### src/rtl/flash_guard_pkg.sv
package flash_guard_pkg;
  localparam int unsigned BUS_AW   = 16;
  localparam int unsigned BUS_DW   = 8;
  localparam int unsigned NUM_BLK  = 5;
  localparam int unsigned NUM_USER = 3;
  localparam int unsigned NUM_8K   = 2;

  localparam int unsigned KEY_BIT  = 0;
  localparam int unsigned REQ_BIT  = 1;
  localparam int unsigned FLAG_BIT = 6;

  localparam logic [BUS_DW-1:0] CTL1_RST  = 8'h40;
  localparam logic [BUS_DW-1:0] CTL2_RST  = 8'h01;
  localparam logic [BUS_DW-1:0] CTL1_MASK = 8'h43;
  localparam logic [BUS_DW-1:0] CTL2_MASK = 8'h01;

  typedef enum logic [1:0] {
    BLK_8K   = 2'd0,
    BLK_USER = 2'd1,
    BLK_DATA = 2'd2
  } blk_class_e;

  function automatic blk_class_e blk_class(input int unsigned idx);
    if (idx < NUM_8K)        return BLK_8K;
    else if (idx < NUM_USER) return BLK_USER;
    else                     return BLK_DATA;
  endfunction
endpackage

### src/rtl/key_bit.sv
module key_bit #(
  parameter logic RST_VAL = 1'b0
) (
  input  logic clk_i,
  input  logic rst_ni,
  input  logic wr_any_i,
  input  logic wr_sel_i,
  input  logic wbit_i,
  output logic q_o
);
  logic q_q, armed_q;

  always_ff @(posedge clk_i or negedge rst_ni) begin
    if (!rst_ni) begin
      q_q     <= RST_VAL;
      armed_q <= 1'b0;
    end else if (wr_any_i) begin
      if (wr_sel_i && !wbit_i) begin
        q_q     <= 1'b0;
        armed_q <= 1'b1;
      end else begin
        // any other write consumes or breaks the arming
        if (wr_sel_i && armed_q) q_q <= 1'b1;
        armed_q <= 1'b0;
      end
    end
  end

  assign q_o = q_q;

  p_set_needs_arm_r2: assert property (@(posedge clk_i) disable iff (!rst_ni)
    $rose(q_q) |-> $past(wr_any_i && wr_sel_i && wbit_i && armed_q));

  p_zero_clears_r3: assert property (@(posedge clk_i) disable iff (!rst_ni)
    (wr_any_i && wr_sel_i && !wbit_i) |=> !q_q);

  p_no_arm_hold_r4: assert property (@(posedge clk_i) disable iff (!rst_ni)
    (wr_any_i && wr_sel_i && wbit_i && !armed_q) |=> $stable(q_q));
endmodule

### src/rtl/suspend_ctl.sv
module suspend_ctl (
  input  logic clk_i,
  input  logic rst_ni,
  input  logic req_wr_i,
  input  logic req_bit_i,
  input  logic en_i,
  input  logic erase_start_i,
  input  logic erase_done_i,
  input  logic susp_ack_i,
  output logic req_o,
  output logic flag_o,
  output logic suspend_o
);
  logic req_q, flag_q;

  always_ff @(posedge clk_i or negedge rst_ni) begin
    if (!rst_ni) begin
      req_q <= 1'b0;
    end else if (req_wr_i) begin
      req_q <= req_bit_i;
    end
  end

  always_ff @(posedge clk_i or negedge rst_ni) begin
    if (!rst_ni) begin
      flag_q <= 1'b1;
    end else if (erase_start_i) begin
      flag_q <= 1'b0;
    end else if (erase_done_i || susp_ack_i) begin
      flag_q <= 1'b1;
    end
  end

  assign req_o     = req_q;
  assign flag_o    = flag_q;
  assign suspend_o = en_i & req_q;

  p_flag_clr_r6: assert property (@(posedge clk_i) disable iff (!rst_ni)
    erase_start_i |=> !flag_q);

  p_flag_set_r6: assert property (@(posedge clk_i) disable iff (!rst_ni)
    (!erase_start_i && susp_ack_i) |=> flag_q);

  p_req_hold_r5: assert property (@(posedge clk_i) disable iff (!rst_ni)
    !req_wr_i |=> $stable(req_q));
endmodule

### src/rtl/permit_map.sv
module permit_map
  import flash_guard_pkg::*;
#(
  parameter int unsigned NBLK = NUM_BLK
) (
  input  logic            rewrite_mode_i,
  input  logic            all_user_en_i,
  input  logic            blk8k_en_i,
  output logic [NBLK-1:0] permit_o
);
  for (genvar i = 0; i < NBLK; i++) begin : g_blk
    localparam blk_class_e CLS = blk_class(i);
    if (CLS == BLK_8K) begin : g_8k
      assign permit_o[i] = rewrite_mode_i & all_user_en_i & blk8k_en_i;
    end else if (CLS == BLK_USER) begin : g_user
      assign permit_o[i] = rewrite_mode_i & all_user_en_i;
    end else begin : g_data
      assign permit_o[i] = rewrite_mode_i;
    end
  end
endmodule

### src/rtl/flash_ctl_guard.sv
module flash_ctl_guard
  import flash_guard_pkg::*;
#(
  parameter int unsigned        AW        = BUS_AW,
  parameter logic [BUS_AW-1:0]  CTL1_ADDR = 16'h0FE1,
  parameter logic [BUS_AW-1:0]  CTL2_ADDR = 16'h0FE2
) (
  input  logic               clk_i,
  input  logic               rst_ni,
  input  logic [AW-1:0]      addr_i,
  input  logic               wr_i,
  input  logic               rd_i,
  input  logic [BUS_DW-1:0]  wdata_i,
  output logic [BUS_DW-1:0]  rdata_o,
  input  logic               rewrite_mode_i,
  input  logic               blk8k_en_i,
  input  logic               erase_start_i,
  input  logic               erase_done_i,
  input  logic               susp_ack_i,
  output logic               suspend_o,
  output logic [NUM_BLK-1:0] permit_o
);
  logic sel1, sel2, wr1;
  logic susp_en, all_en, req, flag;
  logic [BUS_DW-1:0] view1, view2;

  assign sel1 = (addr_i == AW'(CTL1_ADDR));
  assign sel2 = (addr_i == AW'(CTL2_ADDR));
  assign wr1  = wr_i & sel1;

  key_bit #(.RST_VAL(CTL1_RST[KEY_BIT])) u_susp_key (
    .clk_i, .rst_ni,
    .wr_any_i (wr_i),
    .wr_sel_i (sel1),
    .wbit_i   (wdata_i[KEY_BIT]),
    .q_o      (susp_en)
  );

  key_bit #(.RST_VAL(CTL2_RST[KEY_BIT])) u_user_key (
    .clk_i, .rst_ni,
    .wr_any_i (wr_i),
    .wr_sel_i (sel2),
    .wbit_i   (wdata_i[KEY_BIT]),
    .q_o      (all_en)
  );

  suspend_ctl u_susp (
    .clk_i, .rst_ni,
    .req_wr_i      (wr1),
    .req_bit_i     (wdata_i[REQ_BIT]),
    .en_i          (susp_en),
    .erase_start_i,
    .erase_done_i,
    .susp_ack_i,
    .req_o         (req),
    .flag_o        (flag),
    .suspend_o
  );

  permit_map #(.NBLK(NUM_BLK)) u_perm (
    .rewrite_mode_i,
    .all_user_en_i (all_en),
    .blk8k_en_i,
    .permit_o
  );

  always_comb begin
    view1 = '0;
    view1[KEY_BIT]  = susp_en;
    view1[REQ_BIT]  = req;
    view1[FLAG_BIT] = flag;
    view2 = '0;
    view2[KEY_BIT]  = all_en;
  end

  always_comb begin
    rdata_o = '0;
    if (rd_i) begin
      if (sel1)      rdata_o = view1;
      else if (sel2) rdata_o = view2;
    end
  end

  p_rsvd1_r7: assert property (@(posedge clk_i) disable iff (!rst_ni)
    (wr1 && |(wdata_i & ~CTL1_MASK)) |=> ((view1 & ~CTL1_MASK) == '0));

  p_rsvd2_r7: assert property (@(posedge clk_i) disable iff (!rst_ni)
    (wr_i && sel2 && |(wdata_i & ~CTL2_MASK)) |=> ((view2 & ~CTL2_MASK) == '0));

  p_susp_rise_r5: assert property (@(posedge clk_i) disable iff (!rst_ni)
    $rose(suspend_o) |-> $past(wr1));

  p_perm_off_r8: assert property (@(posedge clk_i) disable iff (!rst_ni)
    !rewrite_mode_i |-> (permit_o == '0));

  p_data_perm_r9: assert property (@(posedge clk_i) disable iff (!rst_ni)
    rewrite_mode_i |-> (permit_o[4:3] == 2'b11));

  p_rd_idle_r10: assert property (@(posedge clk_i) disable iff (!rst_ni)
    !rd_i |-> (rdata_o == '0));
endmodule

### config.mk
export PLATFORM = sky130hd
export DESIGN_NAME = flash_ctl_guard
export DESIGN_NICKNAME = d
export VERILOG_FILES = /design/src/rtl/flash_guard_pkg.sv /design/src/rtl/key_bit.sv /design/src/rtl/suspend_ctl.sv /design/src/rtl/permit_map.sv /design/src/rtl/flash_ctl_guard.sv
export SDC_FILE = /design/constraint.sdc
export NUM_CORES = 1
export LEC_CHECK = 0
export BUFFER_PORTS_ARGS = -buffer_cell sky130_fd_sc_hd__clkbuf_2
export CAP_MARGIN = 10
export CORE_AREA = 3 3 40 42
export CTS_BUF_LIST = sky130_fd_sc_hd__clkbuf_8
export CTS_CLUSTER_SIZE = 20
export DETAILED_ROUTE_END_ITERATION = 10
export DIE_AREA = 0 0 43 45
export PLACE_DENSITY = 0.86
export SYNTH_ARGS = -nofsm -noshare
export SYNTH_HDL_FRONTEND = slang
export SYNTH_HIERARCHICAL = 1
export SYNTH_SLANG_ARGS = --single-unit
### constraint.sdc
create_clock -name clk_i -period 2.08 [get_ports clk_i]
set_input_delay 0.52 -clock clk_i [delete_from_list [all_inputs] [get_ports clk_i]]
set_output_delay 0.52 -clock clk_i [all_outputs]
set_load 0.005 [all_outputs]
==> metrics, run 1 <==
status finished with violations; failing checks setup timing; commonest non-fill, non-tap cell in the layout clkbuf_2; # IOs 47; crit path DAT 1650 ps; fin area 697 um2; Die W roughly 43 um; Unique masters post-synth 23; most frequent cells in the layout clkbuf_2, and3_1, buf_4, conb_1, dfrtp_1; startpoint type of the worst setup path input port; Num Clock Sinks 6; CTS tree yes; Pre-antenna DRT Iters 2; routed length per instance 11.8 um; final setup TNS -165 ps; Final Cycle Share 1.04; CTS Root Cell clkbuf_8; overall power between 0.3 and 0.4 mW; mux share of post-synthesis cell area 0.0332; Synth Area in Simple Gates 0.393; XOR/XNOR Fraction of Synth Area 0; post-synthesis adder-cell area fraction 0; element type at the critical path end output port; Initial Utilization 0.352; share of layout cells above drive strength 1 0.586; Avg Synthesized Cell Area 9.82 um2; WS Path Type input port to output port; largest family of logic cells by synthesized area simple AND/OR/NAND/NOR gates; fin crit period 2170 ps; Syn. warnings 6; Num CTS Buffers 3; IR drop worst, VDD between 0.3 and 0.4 mV; final wirelength 1200 um; Hold Buf Count CTS 0; PwrDens between 400 and 500 nW/um2; CP Max Fanout 3; Max stage delay on crit path 540 ps; H-tree depth 1; Synth Area in Compound Gates 0.0776; vias per std cell about 4.7; sequential area share after synthesis 0.338; total die area 1940 um2; Hold WC Path Type input port to async pin; CP startpoint addr_i[15]; Post-DP HPWL 1030 um; total track usage 0.139; Core Area 1280 um2; Final Wtd Congestion ~0.74; remaining antenna violation count 0; drc violations 0; cell area after synthesis 452 um2; global-route wire length before repair ~2000 um; area grow syn2layout 54.3%; dpl cells 95; Worst R2R Path Depth 2; Post-Layout Cell Count 102; die height between 40 and 50 um; clock tree buffer depth 2; layout net count 121; dominant synthesized flop cell dfrtp_1; critical path cell sequence buf_6, or4b_4, nor4_4, and3_1, clkbuf_2; routed via count 482; Worst Setup EP rdata_o[6]; Leak roughly 0.4 nW; DP Area 623 um2; final setup fails 2; r2r endpoint u_susp_key/q_o$_DFFE_PN0P_; fraction of registers with async set/reset 1.00; worst-case clock skew between 5 and 6 ps; DR iter-0 viols 9; Hold WS 116 ps; PnR worst setup slack -86.9 ps; number of synthesized flops with an enable pin 0; worst skew pair latency 220 ps; gr ovfl total 0; RSZ-0062 raised after global routing yes; Syn Inst Count 46; reg2reg start u_susp_key/armed_q$_DFFE_PN0P_; slowest CP cell or4b_4; Fmax between 400 and 500 MHz; # rows 13; Yosys reg bits 6; count of final hold-check violations 0; diode count 0; Port-buffer cells 35; R2R Setup Slk between 1000 and 1500 ps; Final Max Tran Viols 0; antenna violations before repair 0; number of global-route vias before repair 525; Max-Cap Viols 0; largest net degree at the start of global routing 8; Worst-path clk slew 40 ps; Req. time, crit path 1560 ps
[per-layer routing]
layer / wire, um / track usage
met5: 0 / 0
met4: 18 / 0.0904
met3: 138 / 0.0398
met2: 630 / 0.260
met1: 415 / 0.134
[layout make-up]
cell class / count / area, um2
timing repair buffer: 41 / 226
fill: 121 / 588
sequential: 6 / 153
multi-input combinational: 34 / 246
inverter: 2 / 7.51
clock buffer: 3 / 41.3
clock inverter: 1 / 3.75
tap: 15 / 18.8
[synthesized netlist by cell type (2+ instances only)]
library cell / instances / area, um2
buf_4: 8 / 60.1
o22ai_1: 2 / 12.5
and3_1: 6 / 37.5
nor2_1: 2 / 7.51
and2_1: 2 / 12.5
inv_1: 2 / 7.51
dfstp_2: 2 / 52.6
dfrtp_1: 4 / 100
nand2_1: 3 / 11.3
o22a_1: 2 / 17.5
[flip-flops by register name, indices dropped and copies added (netlist names)]
| name | flops |
|---|---|
| u_user_key/q_o | 1 |
| u_susp/flag_o | 1 |
| u_susp/req_o | 1 |
| u_user_key/armed_q | 1 |
| u_susp_key/q_o | 1 |
| u_susp_key/armed_q | 1 |
[stage by stage]
stage	setup slack (ps)	util
after floorplan	128	-
after global placement	-80.0	0.485
after detailed placement	-114	0.485
after CTS	-102	0.532
after global routing	-141	0.542
final	-86.9	0.542
[worst min-delay path by stage]
stage / endpoint / slack (ps) / cells after the start
global route: u_user_key/armed_q$_DFFE_PN0P_ / 120 / 1
finish: u_susp/req_o$_DFFE_PN0P_ / 120 / 1
floorplan: u_susp/req_o$_DFFE_PN0P_ / 220 / 0
CTS: u_user_key/armed_q$_DFFE_PN0P_ / 110 / 1
detailed placement: u_user_key/armed_q$_DFFE_PN0P_ / 350 / 1
global placement: u_user_key/armed_q$_DFFE_PN0P_ / 350 / 1
[worst max-delay path, delay by kind of cell]
kind / cells / cell delay, ps
buffers and inverters: 2 / 200
AND/OR/NAND/NOR: 3 / 920
[power by group]
part | internal [mW] | switching, mW
logic | 0.0297 | 0.0205
clock network | 0.127 | 0.0495
registers | 0.120 | 0.000780
total | 0.276 | 0.0707
[cells by family after synthesis]
family                 Yosys count
AOI/OAI and AO/OA                5
buffers and inverters           10
DFF                              6
muxes                            1
other                            1
and+or+nand+nor                 23
[repair_timing]
item                       CTS  global route
pin swaps                    1             1
buffers inserted             2             1
gates resized for setup      0             1
setup endpoints to repair    3             3
Note: power is estimated with default switching activity, not from simulation.
==> inputs of run 2 (changes only) <==
Clock period 2.08 ns to 2.3 ns, I/O delays scaled along.
==> run 2 against run 1 <==
The flow now finishes without violations. Count of clock-buffer cells in the layout unchanged. First-iteration DRC count decreased by 56%. Global-route usage decreased by 1.6 points. Cell count decreased by 5.9%. Via count decreased by 6.0%. Sequential power decreased by 9.9%. Clock power decreased by 12%. Sequential cell count unchanged. Die area unchanged. Register-to-register slack improved by 200 ps. Non-clock buffer count decreased by 5. Largest cell class unchanged.
==> metrics, run 2 (synthesis gave the netlist of run 1 again) <==
CTS Root Cell clkbuf_8; overall power around 0.30 mW; routed length per instance 12.3 um; PostCTS Resize Cnt 0; startpoint type of the worst setup path input port; Final Max Tran Viols 0; Num Clock Sinks 6; element type at the critical path end output port; routed via count 453; fin crit period 2260 ps; vias per std cell between 4 and 5; Hold WC Path Type input port to async pin; Max-Cap Viols 0; CTS tree yes; Pre-antenna DRT Iters 4; Num CTS Buffers 3; drc violations 0; crit path DAT about 1700 ps; gr ovfl total 0; dpl cells between 90 and 100; die height 45 um; global-route wire length before repair between 1500 and 2000 um; share of layout cells above drive strength 1 0.580; Post-Layout Cell Count 96; CP Max Fanout 3; worst-case clock skew a little over 0.008 ps; number of global-route vias before repair 454; largest net degree at the start of global routing 8; H-tree depth 1; IR drop worst, VDD 0.222 mV; layout net count 116; PwrDens 461 nW/um2; Initial Utilization 0.352; Final Cycle Share 0.984; Setup Fix Bufs, Post-CTS 0; Die W 43 um; # rows 13; Core Area 1280 um2; final setup fails 0; Final Wtd Congestion between 0.7 and 0.8; clock tree buffer depth 2; remaining antenna violation count 0; Worst-path clk slew 30 ps; worst skew pair latency between 200 and 250 ps; DR iter-0 viols 4; final wirelength 1190 um; status completed; total track usage 0.123; count of final hold-check violations 0; # IOs 47; antenna violations before repair 0; area grow syn2layout 45.2%; total die area 1940 um2; WS Path Type input port to output port; commonest non-fill, non-tap cell in the layout clkbuf_2; Leak 0.369 nW; most frequent cells in the layout clkbuf_2, and3_1, conb_1, dfrtp_1; diode count 0; Port-buffer cells 35; Hold Buf Count CTS 0; Req. time, crit path 1730 ps; Fmax 442 MHz; final setup TNS 0 ps
[run 2: cell count changes in the layout (fill, tap and decap cells not counted), sizes merged]
cell,previous run,this run
clkbuf,37,38
inv,3,2
buf,7,1
[run 2: path summary, 6_finish.rpt]
path | startpoint | to | slack, ps | cells after the start
min | rst_ni | u_susp_key/armed_q$_DFFE_PN0P_ | 180 | 1
max in group asynchronous | rst_ni | u_user_key/q_o$_DFFE_PN1P_ | 1890 | 1
max reg2reg | u_susp_key/armed_q$_DFFE_PN0P_ | u_susp_key/q_o$_DFFE_PN0P_ | 1460 | 2
min in group clk_i | erase_start_i | u_susp/flag_o$_DFFE_PN1P_ | 470 | 2
max | addr_i[15] | rdata_o[6] | 40 | 5
min reg2reg | u_user_key/q_o$_DFFE_PN1P_ | u_user_key/q_o$_DFFE_PN1P_ | 530 | 1
[run 2: per-layer routing]
layer / GRT usage / part of all wire
met5: 0 / 0
met4: 0.0723 / 0.014
met3: 0.0438 / 0.13
met2: 0.225 / 0.53
met1: 0.121 / 0.33
[run 2: metrics by stage]
stage	cell area [um2]	setup slack (ps)	hold WS, ps	utilization
after CTS	649	15.7	176	0.505
after floorplan	467	238	279	-
after detailed placement	608	21.4	409	0.473
after global placement	608	32.8	409	0.473
after global routing	656	-49.4	183	0.510
final	656	36.8	178	0.510
[run 2: worst max-delay path, cell delays in order]
cell	delay [ps]
clkbuf_2	90
or4b_4	540
nor4_4	170
and3_1	190
clkbuf_2	120
[run 2: power by group]
part / leakage [nW] / total, mW / internal (mW) / switching [mW]
Combinational: 0.271 / 0.0393 / 0.0217 / 0.0176
Clock: 0.0216 / 0.154 / 0.112 / 0.0417
Sequential: 0.0767 / 0.109 / 0.108 / 0.000601
Total: 0.369 / 0.302 / 0.242 / 0.0600
[run 2: final cells by class]
class,count,area [um2]
Clock buffer,3,41.3
Inverter,2,7.51
Timing Repair Buffer,36,183
Multi-Input combinational cell,34,253
Sequential cell,6,153
Fill cell,137,629
Tap cell,15,18.8
